`config.mk`:
```
export PLATFORM = sky130hd
export DESIGN_NAME = dep_scoreboard
export DESIGN_NICKNAME = d
export VERILOG_FILES = /design/src/rtl/dsb_pkg.sv /design/src/rtl/dsb_reg_file.sv /design/src/rtl/dsb_bypass_sel.sv /design/src/rtl/dsb_hazard.sv /design/src/rtl/dep_scoreboard.sv
export SDC_FILE = /design/constraint.sdc
export NUM_CORES = 1
export LEC_CHECK = 0
export BUFFER_PORTS_ARGS = -buffer_cell sky130_fd_sc_hd__buf_2
export CORE_MARGIN = 4
export CORE_UTILIZATION = 55
export DETAILED_ROUTE_END_ITERATION = 12
export PLACE_DENSITY = 0.71
export SLEW_MARGIN = 20
export SYNTH_ARGS = -nofsm -noshare
export SYNTH_HDL_FRONTEND = slang
export SYNTH_SLANG_ARGS = --single-unit
```
`constraint.sdc`:
```
create_clock -name clk_i -period 13.79 [get_ports clk_i]
set_input_delay 1.379 -clock clk_i [delete_from_list [all_inputs] [get_ports clk_i]]
set_output_delay 1.379 -clock clk_i [all_outputs]
set_load 0.01 [all_outputs]
```
`src/rtl/dsb_pkg.sv`:
```
package dsb_pkg;
  localparam int CNT_W      = 4;
  localparam int NUM_GUARDS = 2;
  localparam int NUM_BYP    = 3;
  localparam logic [CNT_W-1:0] MAX_LAT = 4'd9;

  typedef enum logic [1:0] {
    CLS_INT = 2'd0,
    CLS_MUL = 2'd1,
    CLS_DIV = 2'd2,
    CLS_FP  = 2'd3
  } op_cls_e;

  typedef struct packed {
    op_cls_e          prod;
    logic [3:0]       cons_mask;  // bit index = consumer class
    logic             guarded;
    logic [0:0]       gsel;
    logic [CNT_W-1:0] lat;
  } byp_ent_t;

  function automatic logic [CNT_W-1:0] dflt_lat(input op_cls_e c);
    case (c)
      CLS_INT: dflt_lat = 4'd2;
      CLS_MUL: dflt_lat = 4'd4;
      CLS_DIV: dflt_lat = MAX_LAT;
      default: dflt_lat = 4'd3;
    endcase
  endfunction

  // Table order is priority order among guarded entries.
  function automatic byp_ent_t byp_ent(input int idx);
    byp_ent_t e;
    case (idx)
      0:       e = '{prod: CLS_FP, cons_mask: 4'b0110, guarded: 1'b1, gsel: 1'b0, lat: 4'd2};
      1:       e = '{prod: CLS_FP, cons_mask: 4'b0010, guarded: 1'b1, gsel: 1'b1, lat: 4'd3};
      default: e = '{prod: CLS_FP, cons_mask: 4'b0111, guarded: 1'b0, gsel: 1'b0, lat: 4'd4};
    endcase
    return e;
  endfunction
endpackage

```
`src/rtl/dsb_reg_file.sv`:
```
module dsb_reg_file
  import dsb_pkg::*;
#(
  parameter int NUM_REGS = 16,
  parameter int NUM_RD   = 3,
  localparam int AW      = $clog2(NUM_REGS)
) (
  input  logic             clk_i,
  input  logic             rst_ni,
  input  logic             wr_en_i,
  input  logic [AW-1:0]    wr_addr_i,
  input  op_cls_e          wr_cls_i,
  input  logic [AW-1:0]    rd_addr_i [NUM_RD],
  output logic [CNT_W-1:0] rd_age_o  [NUM_RD],
  output op_cls_e          rd_cls_o  [NUM_RD]
);
  localparam logic [CNT_W-1:0] AGE_SAT = '1;

  logic [CNT_W-1:0] age_q [NUM_REGS];
  op_cls_e          cls_q [NUM_REGS];

  for (genvar r = 0; r < NUM_REGS; r++) begin : g_ent
    always_ff @(posedge clk_i or negedge rst_ni) begin
      if (!rst_ni) begin
        age_q[r] <= AGE_SAT;
        cls_q[r] <= CLS_INT;
      end else if (wr_en_i && wr_addr_i == AW'(r)) begin
        age_q[r] <= CNT_W'(1);
        cls_q[r] <= wr_cls_i;
      end else if (age_q[r] != AGE_SAT) begin
        age_q[r] <= age_q[r] + CNT_W'(1);
      end
    end
  end

  for (genvar p = 0; p < NUM_RD; p++) begin : g_rd
    assign rd_age_o[p] = age_q[rd_addr_i[p]];
    assign rd_cls_o[p] = cls_q[rd_addr_i[p]];
  end
endmodule

```
`src/rtl/dsb_bypass_sel.sv`:
```
module dsb_bypass_sel
  import dsb_pkg::*;
(
  input  op_cls_e                 prod_cls_i,
  input  op_cls_e                 cons_cls_i,
  input  logic [NUM_GUARDS-1:0]   guard_i,
  output logic [CNT_W-1:0]        lat_o
);
  byp_ent_t         ent;
  logic             g_hit, u_hit, match;
  logic [CNT_W-1:0] g_lat, u_lat;

  always_comb begin
    g_hit = 1'b0;
    u_hit = 1'b0;
    g_lat = '0;
    u_lat = '0;
    ent   = '0;
    match = 1'b0;
    for (int i = 0; i < NUM_BYP; i++) begin
      ent   = byp_ent(i);
      match = (ent.prod == prod_cls_i) && ent.cons_mask[cons_cls_i];
      if (match && ent.guarded && guard_i[ent.gsel] && !g_hit) begin
        g_hit = 1'b1;
        g_lat = ent.lat;
      end
      if (match && !ent.guarded && !u_hit) begin
        u_hit = 1'b1;
        u_lat = ent.lat;
      end
    end
    if (g_hit)      lat_o = g_lat;
    else if (u_hit) lat_o = u_lat;
    else            lat_o = dflt_lat(prod_cls_i);
  end
endmodule

```
`src/rtl/dsb_hazard.sv`:
```
module dsb_hazard
  import dsb_pkg::*;
(
  input  logic             en_i,
  input  logic [CNT_W-1:0] need_i,
  input  logic [CNT_W-1:0] age_i,
  output logic [CNT_W-1:0] rem_o
);
  assign rem_o = (en_i && need_i > age_i) ? need_i - age_i : '0;
endmodule

```
`src/rtl/dep_scoreboard.sv`:
```
module dep_scoreboard
  import dsb_pkg::*;
#(
  parameter int NUM_REGS = 16,
  localparam int AW      = $clog2(NUM_REGS)
) (
  input  logic                  clk_i,
  input  logic                  rst_ni,
  input  logic                  issue_valid_i,
  input  logic [1:0]            cls_i,
  input  logic [AW-1:0]         dst_i,
  input  logic                  dst_en_i,
  input  logic [AW-1:0]         src0_i,
  input  logic                  src0_en_i,
  input  logic [AW-1:0]         src1_i,
  input  logic                  src1_en_i,
  input  logic [NUM_GUARDS-1:0] guard_i,
  output logic                  ready_o,
  output logic [CNT_W-1:0]      stall_o
);
  localparam int NUM_OPS = 3;  // 0,1 sources, 2 destination
  localparam int NUM_SRC = 2;

  op_cls_e          cons_cls;
  logic [AW-1:0]    op_addr [NUM_OPS];
  logic             op_en   [NUM_OPS];
  logic [CNT_W-1:0] op_age  [NUM_OPS];
  op_cls_e          op_cls  [NUM_OPS];
  logic [CNT_W-1:0] op_need [NUM_OPS];
  logic [CNT_W-1:0] op_rem  [NUM_OPS];
  logic [CNT_W-1:0] waw_p, waw_c;
  logic             accept, wr_en;

  assign cons_cls   = op_cls_e'(cls_i);
  assign op_addr[0] = src0_i;
  assign op_addr[1] = src1_i;
  assign op_addr[2] = dst_i;
  assign op_en[0]   = src0_en_i && (src0_i != '0);
  assign op_en[1]   = src1_en_i && (src1_i != '0);
  assign op_en[2]   = dst_en_i  && (dst_i  != '0);

  assign accept = issue_valid_i && ready_o;
  assign wr_en  = accept && op_en[2];

  dsb_reg_file #(
    .NUM_REGS (NUM_REGS),
    .NUM_RD   (NUM_OPS)
  ) u_regs (
    .clk_i     (clk_i),
    .rst_ni    (rst_ni),
    .wr_en_i   (wr_en),
    .wr_addr_i (dst_i),
    .wr_cls_i  (cons_cls),
    .rd_addr_i (op_addr),
    .rd_age_o  (op_age),
    .rd_cls_o  (op_cls)
  );

  for (genvar s = 0; s < NUM_SRC; s++) begin : g_byp
    dsb_bypass_sel u_byp (
      .prod_cls_i (op_cls[s]),
      .cons_cls_i (cons_cls),
      .guard_i    (guard_i),
      .lat_o      (op_need[s])
    );
  end

  // Output dependence: clamped default-latency difference.
  assign waw_p      = dflt_lat(op_cls[2]);
  assign waw_c      = dflt_lat(cons_cls);
  assign op_need[2] = (waw_p > waw_c) ? waw_p - waw_c : '0;

  for (genvar o = 0; o < NUM_OPS; o++) begin : g_haz
    dsb_hazard u_haz (
      .en_i   (op_en[o]),
      .need_i (op_need[o]),
      .age_i  (op_age[o]),
      .rem_o  (op_rem[o])
    );
  end

  always_comb begin
    stall_o = '0;
    for (int o = 0; o < NUM_OPS; o++)
      if (op_rem[o] > stall_o) stall_o = op_rem[o];
  end

  assign ready_o = (stall_o == '0);
endmodule

```
==> results.py <==
metrics = {
    "critical_path": {
        "cp-start-kind": "input pin",
        "reg2reg_slack_ns": 6.68,
        "crit_start": "src0_i[0]",
        "crit_fanout": 38,
        "crit_required_ns": 12.41,
        "r2r-end": "u_regs.cls_q[13]",
        "path_common_cell": "ha_1",
        "cpPeakStageDelay_ns": 0.80,
        "ff2ff_path_depth": 28,
        "cp_slowest_cell": "buf_2",
        "r2r_start": "u_regs.cls_q[30]",
        "cp-end-kind": "output pin",
        "path_class": "in2out",
        "worstPathArrival_ns": 8.26,
    },
    "power": {
        "max-vdd-ir-drop_mv": 0.164,
        "leakagePower_nw": 3.77,
        "p_per_area_mw_per_mm2": 250,
    },
    "global_routing": {
        "antenna_found_initial": 0,
        "grt_pass1_vias": 6566,
        "grt_util_met2_pct": 43.2,
        "top_usage_layer": "met2",
        "use_met3_pct": 4.20,
        "grt_max_degree": 64,
        "gr-total-overflow": 0,
        "grt_pass1_wl_mm": 35.5,
        "grtUsageMet1_pct": 33.2,
        "grt.total_usage_pct": 25.6,
    },
    "synth": {
        "synth_top_family_by_area": "multiplexers",
        "ys_types": 54,
        "muxShareOfSynthArea_pct": 27.2,
        "syn_area_per_cell_um2": 10.6,
        "syn_inst": 793,
        "yosysWarnings": 0,
        "synthXorXnorAreaFrac_pct": 1.98,
        "synth_fp_nets": 875,
        "ys_top_cells_by_count": "77 x nor2_1, 64 x dfstp_2, 56 x ha_1",
        "synth.most_common_cell": "nor2_1",
        "synth_edf_count": 0,
        "synthSimpleGateAreaFrac_pct": 17.8,
        "syn_area_mm2": 0.00840,
        "synth_compound_area_share_pct": 10.8,
        "synth_top_cell_by_area": "dfstp_2",
        "synth-adder-area-share_pct": 9.30,
        "synth-seq-cells": 96,
        "ys.flop_type": "dfstp_2",
        "yosys.area.top_type_share_pct": 20.0,
        "ys_seq_area_share_pct": 29.6,
        "synthTopCellsByArea": "dfstp_2 20%, mux4_2 14%, dfrtp_1 9.5%, ha_1 8.3%, mux2i_1 6.1%",
        "async_flop_share_pct": 100,
    },
    "route": {
        "vias_per_cell": 6.73,
        "drt-pass1-iter-count": 5,
        "drt_drc_violations_left": 0,
        "ant_nets": 0,
        "drt_iter0_markers": 570,
        "num_vias": 6607,
        "routed_wl_mm": 21.8,
        "wire_per_inst_um": 22.2,
    },
    "clock_tree": {
        "cts_tree": "done",
        "cts.sinks": 96,
        "post_cts_resized": 0,
        "cts_made_buffers": 9,
        "postCtsHoldBufs": 0,
        "root_buffer": "clkbuf_16",
        "insertion_delay_ns": 0.36,
        "cts_buffer_depth": 2,
        "path_clk_slew_ns": 0.06,
        "postCtsSetupRepairBufs": 0,
        "cts_htree_levels": 3,
    },
    "sta": {
        "rsz0062_at_grt": "false",
        "finalSetupViolCount": 0,
        "final-max-slew-violation-count": 0,
        "fmax_mhz": 104,
        "clock_skew_ns": 0.0105,
        "final.setup.tns_ns": 0,
        "slew_headroom_pct": 27.7,
        "post-route-min-period_ns": 9.64,
        "fin_crit_sh_pct": 69.9,
        "hold_viol": 0,
        "timing.final.ws_setup_ns": 4.15,
        "worst_slew_pin_slew_ns": 1.08,
    },
    "floorplanning": {
        "die_h_um": 132,
        "rows": 44,
        "die_x_um": 132,
        "coreArea_mm2": 0.0148,
        "dieArea_mm2": 0.0173,
        "ios": 27,
        "start_util_pct": 56.9,
    },
    "finish": {
        "fillers": 1194,
        "multi_input_area_mm2": 0.00563,
        "drive_above_1_share_pct": 26.9,
        "area.growth.synth_to_final_pct": 6.14,
        "nNetsFinal": 875,
        "diodes": 0,
        "regArea_mm2": 0.00248,
    },
    "placement": {
        "portBuffers": 26,
        "hpwl_mm": 16.6,
        "dp_slack_ns": 4.27,
        "routabilityCongestion": 0.905,
    },
    "flow_run": {
        "cap_viol_max_count": 0,
    },
    "min_path": {
        "min_to": "u_regs.cls_q[31]",
        "holdPathStages": 0,
        "hp-class": "reg2reg",
        "min_from": "u_regs.cls_q[31]",
    },
    "status": {
        "status": "complete, no violations",
    },
}
[layer usage]
| layer | routed length (µm) | share of wire (%) |
|---|---|---|
| met5 | 0 | 0 |
| met4 | 746 | 3.4 |
| met3 | 1330 | 6.1 |
| met2 | 10800 | 49 |
| met1 | 8930 | 41 |
[placed cells by master, fill, tap and decap left out, types with 3 or more instances in the layout]
| master | count |
|---|---|
| mux2_2 | 12 |
| and3_1 | 3 |
| and2_1 | 4 |
| buf_2 | 25 |
| nand3b_1 | 4 |
| a31oi_1 | 17 |
| mux2i_1 | 51 |
| a211oi_1 | 4 |
| o41ai_2 | 3 |
| fa_1 | 4 |
| or2_2 | 6 |
| mux2_4 | 16 |
| a221oi_1 | 4 |
| and4bb_4 | 10 |
| dfrtp_1 | 32 |
| mux2_1 | 14 |
| mux4_2 | 54 |
| nand2_1 | 32 |
| and4bb_1 | 5 |
| o221ai_1 | 14 |
| o21ai_0 | 19 |
| nand4_1 | 4 |
| nand2b_1 | 23 |
| inv_1 | 28 |
| a22oi_1 | 4 |
| nand3_1 | 39 |
| o21a_1 | 6 |
| nor3_1 | 38 |
| nor2b_1 | 9 |
| nor2_1 | 77 |
| dfstp_2 | 64 |
| ha_1 | 56 |
| nor3b_1 | 15 |
| clkbuf_16 | 9 |
| a21o_1 | 11 |
| a21oi_1 | 35 |
| xnor2_1 | 17 |
| o21ai_1 | 4 |
[flip-flops by register name (all words and copies together) (netlist names)]
signal,flops
u_regs.age_q,64
u_regs.cls_q,32
[logic make-up (layout without fill, tap and decap cells)]
family,Yosys count,in the layout
xor gates and xnor gates,19,19
AOI/OAI and AO/OA,131,131
and+or+nand+nor,272,272
buffers and inverters,67,72
DFF,96,96
muxes,148,148
adders and majority gates,60,60
[power by group]
group          internal [W]  leakage (nW)  switching [W]
clock network      0.000146         0.154       0.000110
registers          0.000469          1.10       0.000200
logic              0.000635          2.52       0.000671
total               0.00125          3.77       0.000981
[critical path: cells and delay by family]
kind	cells	cell delay, ns
buffers and inverters	4	1.11
adders and majority gates	5	1.28
and+or+nand+nor	8	1.36
AOI/OAI and AO/OA	11	2.28
muxes	2	0.85
[cell type report]
type / instances / share of cell area (%)
Multi-Input combinational cell: 630 / 63.2
Sequential cell: 96 / 27.9
Inverter: 28 / 1.18
Timing Repair Buffer: 28 / 1.80
Tap cell: 184 / 2.58
Clock inverter: 6 / 0.716
Clock buffer: 10 / 2.68
[worst max path at each step]
stage	to	cells after the start	slack (ns)
floorplan	ready_o	27	5.31
global placement	ready_o	30	4.67
detailed placement	ready_o	30	4.27
CTS	ready_o	30	4.23
global route	ready_o	30	3.69
finish	ready_o	30	4.15
[per-stage QoR]
stage	cell area [µm²]	util, %	power, W	instances	hold WS (ns)
3_3_place_gp	8590	58.2	0.00186	965	0.410
4_1_cts	8890	60.3	0.00222	981	0.429
5_1_grt	8910	60.4	0.00240	982	0.463
6_report	8910	60.4	0.00223	982	0.433
2_1_floorplan	8400	-	0.00164	793	0.466
3_5_place_dp	8590	58.2	0.00196	965	0.410
Note: power is estimated with default switching activity, not from simulation.
